File: src/rtl/ir_tx_pkg.sv
package ir_tx_pkg;
  localparam int unsigned LEAD_SLOTS = 4;
  localparam int unsigned START_BITS = 2;

  // number of Manchester-coded bits in a frame
  function automatic int unsigned frame_bits(input int unsigned aw, input int unsigned cw);
    return START_BITS + 1 + aw + cw;
  endfunction

  function automatic int unsigned frame_slots(input int unsigned aw, input int unsigned cw);
    return LEAD_SLOTS + 2 * frame_bits(aw, cw);
  endfunction
endpackage

File: src/rtl/ir_tx_frame_pack.sv
module ir_tx_frame_pack
  import ir_tx_pkg::*;
#(
  parameter int unsigned ADDR_W = 5,
  parameter int unsigned CMD_W  = 6,
  localparam int unsigned NBITS = frame_bits(ADDR_W, CMD_W),
  localparam int unsigned NSLOT = frame_slots(ADDR_W, CMD_W)
) (
  input  logic              toggle_i,
  input  logic [ADDR_W-1:0] addr_i,
  input  logic [CMD_W-1:0]  cmd_i,
  output logic [NSLOT-1:0]  slots_o
);
  logic [NBITS-1:0] seq;

  assign seq[0] = 1'b1;
  assign seq[1] = 1'b1;
  assign seq[2] = toggle_i;

  for (genvar j = 0; j < ADDR_W; j++) begin : g_addr
    assign seq[3+j] = addr_i[ADDR_W-1-j];
  end
  for (genvar j = 0; j < CMD_W; j++) begin : g_cmd
    assign seq[3+ADDR_W+j] = cmd_i[CMD_W-1-j];
  end

  assign slots_o[LEAD_SLOTS-1:0] = '0;
  // Manchester coding: the first half is the inverse of the bit, the second half is the bit itself
  for (genvar i = 0; i < NBITS; i++) begin : g_man
    assign slots_o[LEAD_SLOTS+2*i]   = ~seq[i];
    assign slots_o[LEAD_SLOTS+2*i+1] =  seq[i];
  end
endmodule

File: src/rtl/ir_tx_slot_timer.sv
module ir_tx_slot_timer #(
  parameter int unsigned TICK_CYCLES = 256,
  parameter int unsigned NSLOT       = 32,
  localparam int unsigned TW = $clog2(TICK_CYCLES),
  localparam int unsigned SW = $clog2(NSLOT + 1)
) (
  input  logic clk_i,
  input  logic rst_ni,
  input  logic load_i,
  output logic busy_o,
  output logic slot_end_o
);
  logic [TW-1:0] tick_q;
  logic [SW-1:0] left_q;

  assign busy_o     = left_q != '0;
  assign slot_end_o = busy_o && (tick_q == TW'(TICK_CYCLES - 1));

  always_ff @(posedge clk_i or negedge rst_ni) begin
    if (!rst_ni) begin
      tick_q <= '0;
      left_q <= '0;
    end else if (load_i) begin
      tick_q <= '0;
      left_q <= SW'(NSLOT);
    end else if (slot_end_o) begin
      tick_q <= '0;
      left_q <= left_q - 1'b1;
    end else if (busy_o) begin
      tick_q <= tick_q + 1'b1;
    end
  end
endmodule

File: src/rtl/ir_tx_burst_gen.sv
module ir_tx_burst_gen #(
  parameter int unsigned CARRIER_CYCLES = 8,
  parameter int unsigned PULSES         = 30,
  localparam int unsigned PW   = $clog2(CARRIER_CYCLES),
  localparam int unsigned NW   = $clog2(PULSES + 1),
  localparam int unsigned HIGH = CARRIER_CYCLES / 2
) (
  input  logic clk_i,
  input  logic rst_ni,
  input  logic restart_i,
  output logic carrier_o
);
  logic [PW-1:0] phase_q;
  logic [NW-1:0] pulse_q;
  logic          burst_on;

  assign burst_on  = pulse_q < NW'(PULSES);
  assign carrier_o = burst_on && (phase_q < PW'(HIGH));

  always_ff @(posedge clk_i or negedge rst_ni) begin
    if (!rst_ni) begin
      phase_q <= '0;
      pulse_q <= '0;
    end else if (restart_i) begin
      phase_q <= '0;
      pulse_q <= '0;
    end else if (phase_q == PW'(CARRIER_CYCLES - 1)) begin
      phase_q <= '0;
      if (burst_on) pulse_q <= pulse_q + 1'b1;
    end else begin
      phase_q <= phase_q + 1'b1;
    end
  end
endmodule

File: src/rtl/ir_tx.sv
module ir_tx
  import ir_tx_pkg::*;
#(
  parameter int unsigned ADDR_W         = 5,
  parameter int unsigned CMD_W          = 6,
  parameter int unsigned TICK_CYCLES    = 256,
  parameter int unsigned CARRIER_CYCLES = 8,
  parameter int unsigned PULSES         = 30
) (
  input  logic              clk_i,
  input  logic              rst_ni,
  input  logic              start_i,
  input  logic [ADDR_W-1:0] addr_i,
  input  logic [CMD_W-1:0]  cmd_i,
  output logic              busy_o,
  output logic              led_o
);
  localparam int unsigned NSLOT = frame_slots(ADDR_W, CMD_W);

  logic             load;
  logic             slot_end;
  logic             carrier;
  logic             toggle_q;
  logic [NSLOT-1:0] frame;
  logic [NSLOT-1:0] shreg_q;

  assign load = start_i && !busy_o;

  ir_tx_frame_pack #(.ADDR_W(ADDR_W), .CMD_W(CMD_W)) u_pack (
    .toggle_i(~toggle_q),
    .addr_i  (addr_i),
    .cmd_i   (cmd_i),
    .slots_o (frame)
  );

  ir_tx_slot_timer #(.TICK_CYCLES(TICK_CYCLES), .NSLOT(NSLOT)) u_timer (
    .clk_i     (clk_i),
    .rst_ni    (rst_ni),
    .load_i    (load),
    .busy_o    (busy_o),
    .slot_end_o(slot_end)
  );

  ir_tx_burst_gen #(.CARRIER_CYCLES(CARRIER_CYCLES), .PULSES(PULSES)) u_burst (
    .clk_i    (clk_i),
    .rst_ni   (rst_ni),
    .restart_i(load || slot_end),
    .carrier_o(carrier)
  );

  always_ff @(posedge clk_i or negedge rst_ni) begin
    if (!rst_ni) begin
      toggle_q <= 1'b0;
      shreg_q  <= '0;
    end else if (load) begin
      toggle_q <= ~toggle_q;
      shreg_q  <= frame;
    end else if (slot_end) begin
      shreg_q  <= shreg_q >> 1;
    end
  end

  assign led_o = busy_o && shreg_q[0] && carrier;
endmodule

File: config.mk
export PLATFORM = sky130hd
export DESIGN_NAME = ir_tx
export DESIGN_NICKNAME = d
export VERILOG_FILES = /design/src/rtl/ir_tx_pkg.sv /design/src/rtl/ir_tx_frame_pack.sv /design/src/rtl/ir_tx_slot_timer.sv /design/src/rtl/ir_tx_burst_gen.sv /design/src/rtl/ir_tx.sv
export SDC_FILE = /design/constraint.sdc
export NUM_CORES = 1
export LEC_CHECK = 0
export BUFFER_PORTS_ARGS = -buffer_cell sky130_fd_sc_hd__buf_2
export CAP_MARGIN = 20
export CORE_MARGIN = 1
export CORE_UTILIZATION = 45
export CTS_CLUSTER_DIAMETER = 60
export CTS_CLUSTER_SIZE = 24
export DETAILED_ROUTE_END_ITERATION = 10
export GPL_TIMING_DRIVEN = 0
export PLACE_DENSITY_LB_ADDON = 0.15
export SKIP_LAST_GASP = 1
export SYNTH_ARGS = -nofsm -noshare
export SYNTH_HDL_FRONTEND = slang
export SYNTH_SLANG_ARGS = --single-unit
File: constraint.sdc
create_clock -name clk_i -period 1.56 [get_ports clk_i]
set_input_delay 0.234 -clock clk_i [delete_from_list [all_inputs] [get_ports clk_i]]
set_output_delay 0.234 -clock clk_i [all_outputs]
set_load 0.01 [all_outputs]
; ---- Word level (Yosys, flattened, before mapping)
; Index checks and enable logic that the tools add are counted.
[word_totals]
elab_cells = 51
out_inout_bits = 2
register_bits = 55
[op_classes]
mux = 12
n_lt_le_gt_ge = 2
eq_ne = 2
n_reduce_logical = 13
bitwise = 12
n_addsub = 4
[ops]
columns = operator, count
row1 = 2-to-1 mux 32 bit, 2
row2 = 2-to-1 mux 8 bit, 3
row3 = 2-to-1 mux 5 bit, 3
row4 = 2-to-1 mux 6 bit, 2
row5 = inverter 1 bit, 12
row6 = "adder 8 x 1 -> 8 bit, second input constant", 1
row7 = "== test 8 bit, second input constant", 1
row8 = 2-to-1 mux 3 bit, 2
row9 = nonzero test 2 bit, 3
row10 = nonzero test 6 bit, 1
row11 = "subtractor 6 x 1 -> 6 bit, second input constant", 1
row12 = "adder 5 x 1 -> 5 bit, second input constant", 1
row13 = logical AND 1 bit, 5
row14 = "< comparator 5 bit, second input constant", 1
row15 = "adder 3 x 1 -> 3 bit, second input constant", 1
row16 = "== test 3 bit, second input constant", 1
row17 = "< comparator 3 bit, second input constant", 1
row18 = nonzero test 3 bit, 1
row19 = AND reduction 2 bit, 1
row20 = logical NOT 1 bit, 1
row21 = logical OR 1 bit, 1

; ---- Logic depth before layout (Yosys ltp)
; Gate-level depths: netlist (run 1).
[logic_depth]
ltp_word = 6
mapped_depth = 8
depth_no_buf = 6

; ---- By module
; From an unflattened synthesis (run 1), not the netlist that was laid out.
[hier_totals]
cells_unflattened = 265
hier_area_um2 = 3278.1
[modules_own_cells]
columns = module, instances, area_each_um2, seq_area_each_um2, cells_per_inst
row1 = ir_tx, 1, 1881.8, 825.8, 111
row2 = ir_tx_slot_timer, 1, 795.8, 350.3, 83
row3 = ir_tx_burst_gen, 1, 397.9, 200.2, 37
row4 = ir_tx_frame_pack, 1, 202.7, 0.0, 34

; ---- Least setup slack after synthesis (run 1)
; Ideal clock, no wire load.
[synth_timing]
path_kind = register -> register
from = register u_timer.left_q[2]
to = register shreg_q[0]
path_stages_with_launch = 6
arrival_time_ns = 1.531
period_less_slack_ns = 1.652
slack_ns = -0.092
setup_time_ns = 0.121
cell_sequence = dfrtp_1 or3_1 o211a_1 buf_2 buf_6 a22o_1
[synth_between]
elab_chain_len = 4
word_cells_on_any_way = 6
[synth_rtl]
columns = element, line_no
row1 = from (decl), ir_tx_slot_timer.sv:14  ; logic [SW-1:0] left_q;
row2 = from (signal assigned), ir_tx_slot_timer.sv:25  ; left_q <= SW'(NSLOT);
row3 = from (signal assigned), ir_tx_slot_timer.sv:28  ; left_q <= left_q - 1'b1;
row4 = nonzero test 6 bit (*), ir_tx_slot_timer.sv:16  ; assign busy_o = left_q != '0;
row5 = logical NOT 1 bit, ir_tx.sv:27  ; assign load = start_i && !busy_o;
row6 = logical AND 1 bit, ir_tx.sv:27
row7 = 2-to-1 mux 32 bit / nonzero test 2 bit (equally long branches), n/a
row8 = to (signal assigned), ir_tx.sv:57  ; shreg_q <= frame;
row9 = to (signal assigned), ir_tx.sv:59  ; shreg_q <= shreg_q >> 1;
row10 = to (decl), ir_tx.sv:25  ; logic [NSLOT-1:0] shreg_q;
; Every way passes the cells marked *; elsewhere a longest branch is shown, timed or not.
; A chain may end at the register's enable or synchronous reset.

; ---- Worst setup path in the final report (run 1)
[layout_timing]
from = register u_timer.left_q[0]
to = output port led_o
[layout_between]
elab_chain_len = 3
[layout_rtl]
columns = element, line_no
row1 = nonzero test 6 bit, ir_tx_slot_timer.sv:16
row2 = logical AND 1 bit (2 in series), ir_tx.sv:63  ; assign led_o = busy_o && shreg_q[0] && carrier;
row3 = to (decl), ir_tx.sv:16  ; output logic led_o
; Every way passes these cells.

==> results.py, run 1 <==
metrics = {
    "synth": {
        "ys_seq_area_frac": 0.5503,
        "synth_ff_type": "dfrtp_1",
        "synthCells": 252,
        "synth-async-reset-ratio": 1.000,
        "ys_ff_latch": 55,
        "syn-num-nets": 271,
        "synth.distinct_cells": 41,
        "synth_warnings": 0,
        "synth-edff-count": 0,
        "syn_area_per_cell_sq_um": 9.925,
        "synth_area_sq_um": 2501,
    },
    "clock_tree": {
        "h-tree-depth": 2,
        "root_buffer": "clkbuf_8",
        "clock-sinks": 55,
        "cts_buffer_depth": 2,
        "cts_buffers": 5,
        "cts_tree": "built",
        "clk_latency_ns": 0.31,
        "clk_transition_reported_paths_ns": 0.10,
    },
    "setup_path": {
        "crit_path_start_kind": "flip-flop",
        "crit_chain": "inv_2 > ha_4 > nor2b_4 > nand2_2 > and4b_1 > buf_2",
        "regToRegStartpoint": "u_timer.left_q[0]$_DFFE_PN0N_",
        "crit_start": "u_timer.left_q[0]$_DFFE_PN0N_",
        "path_max_fanout": 6,
        "reg2reg_slack_ns": -0.17,
        "max_stage_delay_ns": 0.42,
        "cp_data_arrival_time_ns": 1.55,
        "path_buf_inv": 2,
        "critPathRequiredTime_ns": 1.33,
        "r2r-end": "shreg_q[3]$_DFFE_PN0N_",
        "crit_path_top_delay_cell": "dfrtp_1",
        "r2r_cells": 7,
        "crit_family": "simple AND/OR/NAND/NOR gates",
        "path_class": "flip-flop to output port",
        "worst_setup_path_end_kind": "output port",
    },
    "timing": {
        "drv_slew": 0,
        "period_share": 1.141,
        "hold_violations": 0,
        "finalSetupViolCount": 52,
        "fin_skew_ns": 0.01035,
        "worstMarginPinSlew_ns": 0.6476,
        "max_freq_mhz": 561.7,
        "slew_headroom": 0.5683,
        "fin_ws_ns": -0.2202,
        "rsz0062_at_grt": "yes",
        "period_needed_ns": 1.780,
    },
    "placement": {
        "dp_cells": 338,
        "gp_congestion": 0.7446,
        "dpl_cell_area_sq_um": 2701,
        "dp_hpwl_mm": 3.473,
        "io_buffers": 15,
    },
    "routing": {
        "drc": 0,
        "drt_pre_antenna_iters": 4,
        "vias": 2039,
        "drt_iter0_drc": 140,
        "final_antenna_net_count": 0,
        "wl_per_cell_um": 16.74,
        "drt_wl_total_mm": 6.210,
        "viasPerCell": 5.496,
    },
    "status": {
        "violations": "setup timing",
        "run_status": "finished with violations",
    },
    "hold_path": {
        "hold_path_end": "shreg_q[30]$_DFFE_PN0N_",
        "hold_start": "cmd_i[0]",
        "holdPathStages": 2,
        "hp-class": "input port to flip-flop",
    },
    "global_routing": {
        "grt_pass1_vias": 2064,
        "grt_max_degree": 29,
        "overflow": 0,
        "track_usage": 0.2201,
        "antenna_found_initial": 0,
        "grt_pass1_wl_mm": 10.07,
    },
    "die": {
        "dieWidth_um": 76.55,
        "die_h_um": 76.55,
        "die_area_sq_um": 5860,
        "fp-row-count": 26,
        "core_sq_um": 5238,
        "initial_core_util": 0.4775,
        "io_pins": 16,
    },
    "layout": {
        "fillers": 408,
        "area_growth_syn_to_layout_pct": 37.02,
        "register_area_sq_um": 1378,
        "layout.nets": 320,
        "final_cells": 371,
        "utilization": 0.6543,
        "diodes": 0,
        "drive_above_1_share": 0.3787,
        "final_cell_area_sq_um": 3427,
        "multi_input_area_sq_um": 1343,
    },
    "power_and_ir_drop": {
        "power_density_nw_per_um2": 665.5,
        "total_power_mw": 2.281,
        "leakagePower_nw": 1.569,
        "ir_drop_uv": 460.7,
    },
    "job": {
        "drv_cap": 0,
    },
}
[cells by family (layout without fill, tap and decap cells)]
group,count (synthesis),after routing,synth area share
XOR/XNOR,10,10,0.03502
AO/OA/AOI/OAI,39,39,0.1081
buffers and inverters,15,64,0.02901
AND/OR/NAND/NOR,126,126,0.2441
flip-flops,55,55,0.5503
multiplexers,2,2,0.008504
adder cells (fa/ha/maj),5,5,0.02501
[cells in the mapped netlist (all sizes together), types with 3 or more instances]
cell type  number  share of area
a21oi          11          0.022
a22o            6          0.021
and3            6          0.015
buf             8          0.019
clkbuf          5         0.0075
dfrtp          55           0.55
ha              5          0.025
nand2          47          0.071
nand3          42          0.084
nor2           11          0.018
nor3            3         0.0080
o211ai         11          0.035
o21ai           5          0.010
xnor2           5          0.018
xor2            5          0.018
[layer usage]
metal	routed length [um]	track usage
met2	2982	0.3550
met1	2954	0.3030
met3	197	0.04192
met4	76	0.06154
met5	0	0
[worst max-delay path by stage]
stage	endpoint	slack [ns]	depth (start not counted)
after global placement	shreg_q[31]$_DFFE_PN0N_	-0.38	7
after floorplan	u_timer.left_q[4]$_DFFE_PN0N_	-0.04	5
after detailed placement	shreg_q[31]$_DFFE_PN0N_	-0.41	7
after global routing	led_o	-0.28	6
after CTS	led_o	-0.18	6
final	led_o	-0.22	6
[repair_timing]
action                                  in CTS  in global routing
buffers inserted                            16                  4
endpoints found under the setup margin      54                 55
hold buffers                                 1                  0
resized for setup                           72                 37
pin swaps                                   14                 11
hold endpoints to repair                    27                  0
gates cloned                                 2                  3
[where the power goes]
group          leakage (nW)  total [mW]  switching (mW)  internal (mW)
combinational         0.910      0.0569          0.0380         0.0188
clock                0.0470       0.800           0.450          0.350
sequential            0.612        1.42               0           1.42
[state kept, by name, indices dropped and copies added, names as in the netlist]
signal and flops:
u_timer.tick_q 8, toggle_q 1, u_timer.left_q 6, shreg_q 32, u_burst.phase_q 3, u_burst.pulse_q 5
[worst reg2reg max path, stage by stage, from the launching register on]
cell,delay (ns)
dfrtp_1,0.42
inv_2,0.09
ha_4,0.16
nand2b_1,0.15
o211a_1,0.28
buf_6,0.16
buf_8,0.15
a22o_1,0.21
[final cells by class]
cell class / count / share of cell area
inverter: 2 / 0.002191
clock inverter: 1 / 0.001460
multi-input combinational: 182 / 0.3917
clock buffer: 6 / 0.02410
timing repair buffer: 42 / 0.1070
tap: 70 / 0.02556
sequential: 55 / 0.4020
buffer: 13 / 0.04600
[per-stage QoR]
step                      setup TNS [ns]  setup WS (ns)  hold WS [ns]
after floorplan                  -0.4293       -0.03576      -0.06159
after global placement            -11.52        -0.3815        0.4351
after detailed placement          -11.96        -0.4074        0.2991
after CTS                         -4.393        -0.1758        0.1397
after global routing              -8.554        -0.2829        0.1406
final                             -5.396        -0.2202        0.1423
[layout by cell type (no fill, tap or decap), drive strengths merged, types with 2 or more instances in the layout]
master	instances
a21oi	11
a22o	6
and3	6
buf	49
clkbuf	11
dfrtp	55
ha	5
inv	2
nand2	47
nand2b	2
nand3	42
nand3b	2
nor2	11
nor2b	2
nor3	3
nor4	2
o211ai	11
o21ai	5
xnor2	5
xor2	5
Note: power is estimated with default switching activity, not from simulation.
==> run 2: changes to the inputs <==
CELL_PAD_IN_SITES_DETAIL_PLACEMENT = 0   (was not set)
CELL_PAD_IN_SITES_GLOBAL_PLACEMENT = 1   (was not set)
CORE_UTILIZATION = 42   (was 45)
==> run 2 against run 1 <==
The run still ends with setup timing left. Sequential share of layout area is 2.9 points lower. Combinational power is 3% higher. Via count grew 1.7%. Sequential power is essentially flat. Critical path depth is 1 lower. Power is 8.1% higher. First-iteration DRC count shrank 8.6%. Clock power grew 23%. Global-route usage down 0.45 points.
==> results.py, run 2 (synthesized netlist as in run 1, its figures left out) <==
metrics = {
    "clock_tree": {
        "cts_tree": "built",
        "h-tree-depth": 2,
        "clk_transition_reported_paths_ns": 0.10,
        "clock-sinks": 55,
        "cts_buffer_depth": 2,
        "root_buffer": "clkbuf_8",
        "clk_latency_ns": 0.30,
        "cts_buffers": 5,
    },
    "placement": {
        "dp_hpwl_mm": 3.727,
        "gp_congestion": 0.7126,
        "io_buffers": 15,
        "dp_cells": 340,
    },
    "layout": {
        "diodes": 0,
        "largest_reg_flops": 32,
        "final_common_cell": "dfrtp_1",
        "fillers": 437,
        "layout.nets": 328,
        "top_regs": "shreg_q (32), u_timer.tick_q (8), u_timer.left_q (6)",
        "area_growth_syn_to_layout_pct": 47.82,
        "final_cells": 382,
        "regMostFlops": "shreg_q",
        "drive_above_1_share": 0.4742,
        "layout_common_cells": "dfrtp_1, buf_4, nand3_1",
        "utilization": 0.6593,
    },
    "setup_path": {
        "crit_path_start_kind": "flip-flop",
        "max_stage_delay_ns": 0.43,
        "reg2reg_slack_ns": -0.20,
        "worst_setup_path_end_kind": "flip-flop",
        "path_class": "flip-flop to flip-flop",
        "cp_data_arrival_time_ns": 1.96,
        "crit_chain": "or3_4 > o211a_4 > buf_12 > clkbuf_16 > a22o_1",
        "path_max_fanout": 6,
        "crit_path_top_delay_cell": "dfrtp_2",
        "critPathRequiredTime_ns": 1.76,
    },
    "global_routing": {
        "track_usage": 0.2156,
        "overflow": 0,
        "antenna_found_initial": 0,
        "grt_pass1_wl_mm": 10.23,
        "grt_pass1_vias": 2035,
        "grt_max_degree": 32,
    },
    "routing": {
        "wirelength_met1_mm": 3.333,
        "drt_iter0_drc": 128,
        "route.met3.wl_um": 202,
        "top_layer": "met4",
        "drc": 0,
        "drt_wl_total_mm": 6.851,
        "drt_pre_antenna_iters": 4,
        "vias": 2073,
        "wl_per_cell_um": 17.93,
        "final_antenna_net_count": 0,
        "dr_wl_met2_mm": 3.216,
        "viasPerCell": 5.427,
    },
    "timing": {
        "fin_skew_ns": 0.006107,
        "worstMarginPinSlew_ns": 0.6135,
        "finalSetupViolCount": 53,
        "period_needed_ns": 1.757,
        "period_share": 1.126,
        "holdWs_ns": 0.1383,
        "drv_slew": 0,
        "hold_violations": 0,
        "max_freq_mhz": 569.1,
        "fin_ws_ns": -0.1973,
        "rsz0062_at_grt": "yes",
        "slew_headroom": 0.5910,
        "setup_tns_ns": -6.300,
    },
    "status": {
        "run_status": "finished with violations",
        "violations": "setup timing",
    },
    "die": {
        "die_h_um": 79.17,
        "io_pins": 16,
        "die_area_sq_um": 6268,
        "fp-row-count": 27,
        "dieWidth_um": 79.17,
        "initial_core_util": 0.4460,
        "core_sq_um": 5608,
    },
    "power_and_ir_drop": {
        "leakagePower_nw": 1.711,
        "power_density_nw_per_um2": 666.7,
        "total_power_mw": 2.465,
        "ir_drop_uv": 617.0,
    },
    "hold_path": {
        "hp-class": "input port to flip-flop",
    },
    "job": {
        "drv_cap": 0,
    },
}
==> run 2: changes by cell type in the layout (fill, tap and decap cells not counted), sizes merged <==
cell / change
buf: +9
bufinv: +1
clkbuf: -1
==> run 2: metal layers <==
metal,GRT usage,up-vias
met2,0.3345,35
met5,0,-
li1,-,1008
met1,0.3135,1022
met4,0.05455,0
met3,0.03448,8
==> run 2: layout make-up <==
type | instances | area (sq um) | share of cell area
multi-input cells | 182 | 1461 | 0.3953
clock inverters | 2 | 35.03 | 0.009475
plain buffers | 12 | 162.7 | 0.04399
flip-flops and latches | 55 | 1380 | 0.3733
inverters | 2 | 7.507 | 0.002030
repair buffers | 51 | 478.0 | 0.1293
clock buffers | 6 | 82.58 | 0.02234
well taps | 72 | 90.09 | 0.02437
==> run 2: power breakdown <==
group          leakage, nW  internal, mW  switching, mW
combinational         1.04        0.0189         0.0399
clock               0.0612         0.520          0.462
sequential           0.609          1.42              0
==> run 2: worst max-delay path, delay by kind of cell, from the launching register on <==
family | cells | cell delay [ns]
AO/OA/AOI/OAI | 2 | 0.47
buffers and inverters | 2 | 0.31
flip-flops | 1 | 0.43
AND/OR/NAND/NOR | 1 | 0.43
==> run 2: through the flow <==
stage / setup slack (ns) / area, sq um
3_3_place_gp: -0.4468 / 2684
4_1_cts: -0.1623 / 3243
3_5_place_dp: -0.4076 / 2704
6_report: -0.1973 / 3697
5_1_grt: -0.2287 / 3697
2_1_floorplan: -0.03576 / 2519
==> run 2: path summary, 6_finish.rpt <==
check | endpoint | start | cells past startpoint
setup / recovery | shreg_q[6]$_DFFE_PN0N_ | u_timer.left_q[3]$_DFFE_PN0N_ | 5
hold / removal | shreg_q[16]$_DFFE_PN0N_ | addr_i[1] | 2
setup reg to reg | shreg_q[6]$_DFFE_PN0N_ | u_timer.left_q[3]$_DFFE_PN0N_ | 5
hold reg to reg | u_burst.phase_q[0]$_DFF_PN0_ | u_burst.phase_q[0]$_DFF_PN0_ | 1
max in group asynchronous | shreg_q[10]$_DFFE_PN0N_ | rst_ni | 3
min in group asynchronous | u_timer.left_q[3]$_DFFE_PN0N_ | rst_ni | 2
==> run 2: what timing repair did <==
item / 4_1_cts / 5_1_grt
resized for setup: 61 / 83
cloned: 2 / 3
hold buffers: 1 / 0
setup buffers: 19 / 10
endpoints found under the hold margin: 24 / 0
endpoints found under the setup margin: 55 / 56
pin swaps: 17 / 35
==> run 3: changes to the inputs <==
ABC_AREA = 1   (was not set)
CELL_PAD_IN_SITES_DETAIL_PLACEMENT = 1   (was 0)
CELL_PAD_IN_SITES_GLOBAL_PLACEMENT = 2   (was 1)
CORE_UTILIZATION = 32   (was 42)
==> run 3 against run 2 <==
Highest routed layer unchanged. Critical path type is now flip-flop to output port. The flow still finishes with violations (setup timing). Worst setup slack better by 0.042 ns. Cell area increased by 0.17%. First-iteration DRC count decreased by 51%. Die area increased by 44%. Core utilization shrank 21 points. Area after synthesis grew 11%. Wire length rose by 14%. Combinational power up 17%. Count of clock-buffer cells in the layout decreased by 1. Via count up 19%. Maximum frequency grew 2.5%. Global-route usage down 3.6 points.
==> results.py, run 3 <==
metrics = {
    "status": {
        "run_status": "finished with violations",
        "violations": "setup timing",
    },
    "power_and_ir_drop": {
        "power_density_nw_per_um2": 670.8,
        "combPwrFrac": 0.028,
        "total_power_mw": 2.484,
        "pwr-share-seq": 0.573,
        "swShare": 0.2256,
        "leakagePower_nw": 1.930,
        "ir_drop_uv": 447.8,
        "power_frac_clock": 0.399,
        "internal-power_mw": 1.924,
        "p_switching_mw": 0.5605,
    },
    "layout": {
        "largest_reg_flops": 32,
        "final_cell_area_sq_um": 3704,
        "final_cells": 520,
        "layout_common_cells": "nand2_1, dfrtp_1, inv_1, buf_4, nand2_2",
        "final_common_cell": "nand2_1",
        "area_growth_syn_to_layout_pct": 33.57,
        "drive_above_1_share": 0.2867,
        "top_regs": "shreg_q (32), u_timer.tick_q (8), u_timer.left_q (6)",
        "layout.nets": 433,
        "regMostFlops": "shreg_q",
        "diodes": 0,
        "utilization": 0.4463,
    },
    "timing": {
        "holdWs_ns": 0.01220,
        "fin_skew_ns": 0.01146,
        "finalSetupViolCount": 46,
        "period_share": 1.099,
        "rsz0062_at_grt": "yes",
        "slew_headroom": 0.4119,
        "worstMarginPinSlew_ns": 0.8822,
        "setup_tns_ns": -3.330,
        "period_needed_ns": 1.715,
        "hold_violations": 0,
        "max_freq_mhz": 583.0,
        "fin_ws_ns": -0.1552,
        "drv_slew": 0,
    },
    "routing": {
        "drc": 0,
        "vias": 2476,
        "drt_iter0_drc": 63,
        "viasPerCell": 4.762,
        "drt_wl_total_mm": 7.830,
        "wl_per_cell_um": 15.06,
        "drt_pre_antenna_iters": 4,
        "final_antenna_net_count": 0,
    },
    "setup_path": {
        "path_max_fanout": 5,
        "worst_setup_path_end_kind": "output port",
        "cpMostUsedCell": "nand2_4",
        "crit_chain": "inv_2 > ha_4 > nand2_4 > nor2_4 > nand2_4 > inv_4 > nor3_2 > buf_2",
        "max_stage_delay_ns": 0.41,
        "crit_path_start_kind": "flip-flop",
        "reg2reg_slack_ns": -0.13,
        "cp_data_arrival_time_ns": 1.48,
        "path_class": "flip-flop to output port",
        "crit_path_top_delay_cell": "dfrtp_1",
        "critPathRequiredTime_ns": 1.33,
    },
    "synth": {
        "yosys.area_share.adder": 0.02256,
        "synthSimpleGateAreaFrac": 0.3461,
        "synth.top_cells.by_area": "dfrtp_1, nand2_1, nand4_1, inv_1, nand3_1",
        "synthMostInstantiatedCell": "nand2_1",
        "synthCells": 363,
        "ys_ff_latch": 55,
        "syn-num-nets": 382,
        "syn_area_per_cell_sq_um": 7.638,
        "netlist.area_leader.share": 0.4964,
        "synth_area_leader_cell": "dfrtp_1",
        "synth_area_sq_um": 2773,
        "synth_compound_area_frac": 0.05235,
        "synthXorXnorAreaFrac": 0.01264,
        "synth_warnings": 0,
        "synth.distinct_cells": 24,
        "synthMuxAreaShare": 0,
        "synth-async-reset-ratio": 1.000,
        "synth-edff-count": 0,
        "synth_ff_type": "dfrtp_1",
        "synth.top_cells.by_count": "nand2_1, dfrtp_1, inv_1",
        "synth_top_family_by_area": "simple AND/OR/NAND/NOR gates",
        "ys_seq_area_frac": 0.4964,
    },
    "placement": {
        "gp_congestion": 0.7287,
        "dp_cells": 483,
        "dpl_cell_area_sq_um": 3004,
        "io_buffers": 14,
        "dp_slack_ns": -0.2969,
        "dp_hpwl_mm": 4.847,
    },
    "die": {
        "dieWidth_um": 95.09,
        "die_area_sq_um": 9041,
        "io_pins": 16,
        "fp-row-count": 33,
        "initial_core_util": 0.3341,
        "die_h_um": 95.09,
        "core_sq_um": 8299,
    },
    "clock_tree": {
        "cts_buffer_depth": 2,
        "root_buffer": "clkbuf_8",
        "clk_latency_ns": 0.32,
        "h-tree-depth": 2,
        "clock-sinks": 55,
        "hold_buffers": 0,
        "cts_tree": "built",
        "cts_buffers": 5,
        "clk_transition_reported_paths_ns": 0.11,
    },
    "job": {
        "drv_cap": 0,
    },
    "global_routing": {
        "track_usage": 0.1798,
        "antenna_found_initial": 0,
        "grt_max_degree": 36,
        "overflow": 0,
        "grt_pass1_wl_mm": 12.41,
        "grt_pass1_vias": 2476,
    },
    "hold_path": {
        "hp-class": "input port to asynchronous set/reset pin",
    },
}
run 3: cell count changes after synthesis, sizes merged, moves of 5 or more:
cell	previous run	this run
a22o	6	0
nand2	47	167
and3	6	0
inv	2	27
a21oi	11	5
buf	8	13
o21ai	5	21
xnor2	5	0
nand4	1	17
o211ai	11	0
nand3	42	16
nor2	11	23
run 3: power by group through the flow:
stage          Sequential, mW  Clock, mW  Combinational [mW]
6_report                 1.42      0.991              0.0687
5_1_grt                  1.43       1.09              0.0787
4_1_cts                  1.42       1.03              0.0703
3_5_place_dp             1.45          0              0.0697
3_3_place_gp             1.45          0              0.0605
2_1_floorplan            1.45          0             0.00733
run 3: area by class of cell:
cell class                      instances  area (sq um)
Sequential cell                        55          1376
Multi-Input combinational cell        266          1428
Tap cell                              105         131.4
Timing Repair Buffer                   44         404.1
Buffer                                 15         137.6
Clock buffer                            5         68.82
Fill cell                            1016          4596
Clock inverter                          3         43.79
Inverter                               27         113.9
run 3: path summary, 6_finish.rpt:
check                      cells past startpoint                       endpoint                     startpoint
min                                            1  u_timer.tick_q[3]$_DFFE_PN0P_                         rst_ni
min in group clk_i                             4        shreg_q[28]$_DFFE_PN0N_                       cmd_i[1]
max reg2reg                                   11        shreg_q[18]$_DFFE_PN0N_  u_timer.left_q[0]$_DFFE_PN0N_
max                                            8                          led_o  u_timer.left_q[0]$_DFFE_PN0N_
min reg2reg                                    1   u_burst.phase_q[0]$_DFF_PN0_   u_burst.phase_q[0]$_DFF_PN0_
max in group asynchronous                      2        shreg_q[26]$_DFFE_PN0N_                         rst_ni
run 3: cell families after synthesis:
kind of cell,Yosys count
and+or+nand+nor,228
DFF,55
buffers and inverters,43
AOI/OAI and AO/OA,28
adders and majority gates,5
xor gates and xnor gates,4
run 3: what timing repair did:
item / 4_1_cts / 5_1_grt
setup endpoints to repair: 55 / 57
setup buffers: 15 / 10
pin swaps: 7 / 17
gates resized for setup: 32 / 72
gates cloned: 4 / 1
run 3: critical path: cells and delay by family (launching register included):
kind          cells  cell delay (ns)
fa+ha+maj         1             0.15
flops             1             0.41
simple gates      4             0.30
buf+inv           3             0.29
run 3: per-layer routing:
| layer | routed length [um] | track usage | vias to the layer above |
|---|---|---|---|
| li1 | - | - | 1250 |
| met1 | 3680 | 0.2330 | 1202 |
| met2 | 3955 | 0.3143 | 17 |
| met3 | 120 | 0.02871 | 7 |
| met4 | 75 | 0.03788 | 0 |
| met5 | 0 | 0 | - |
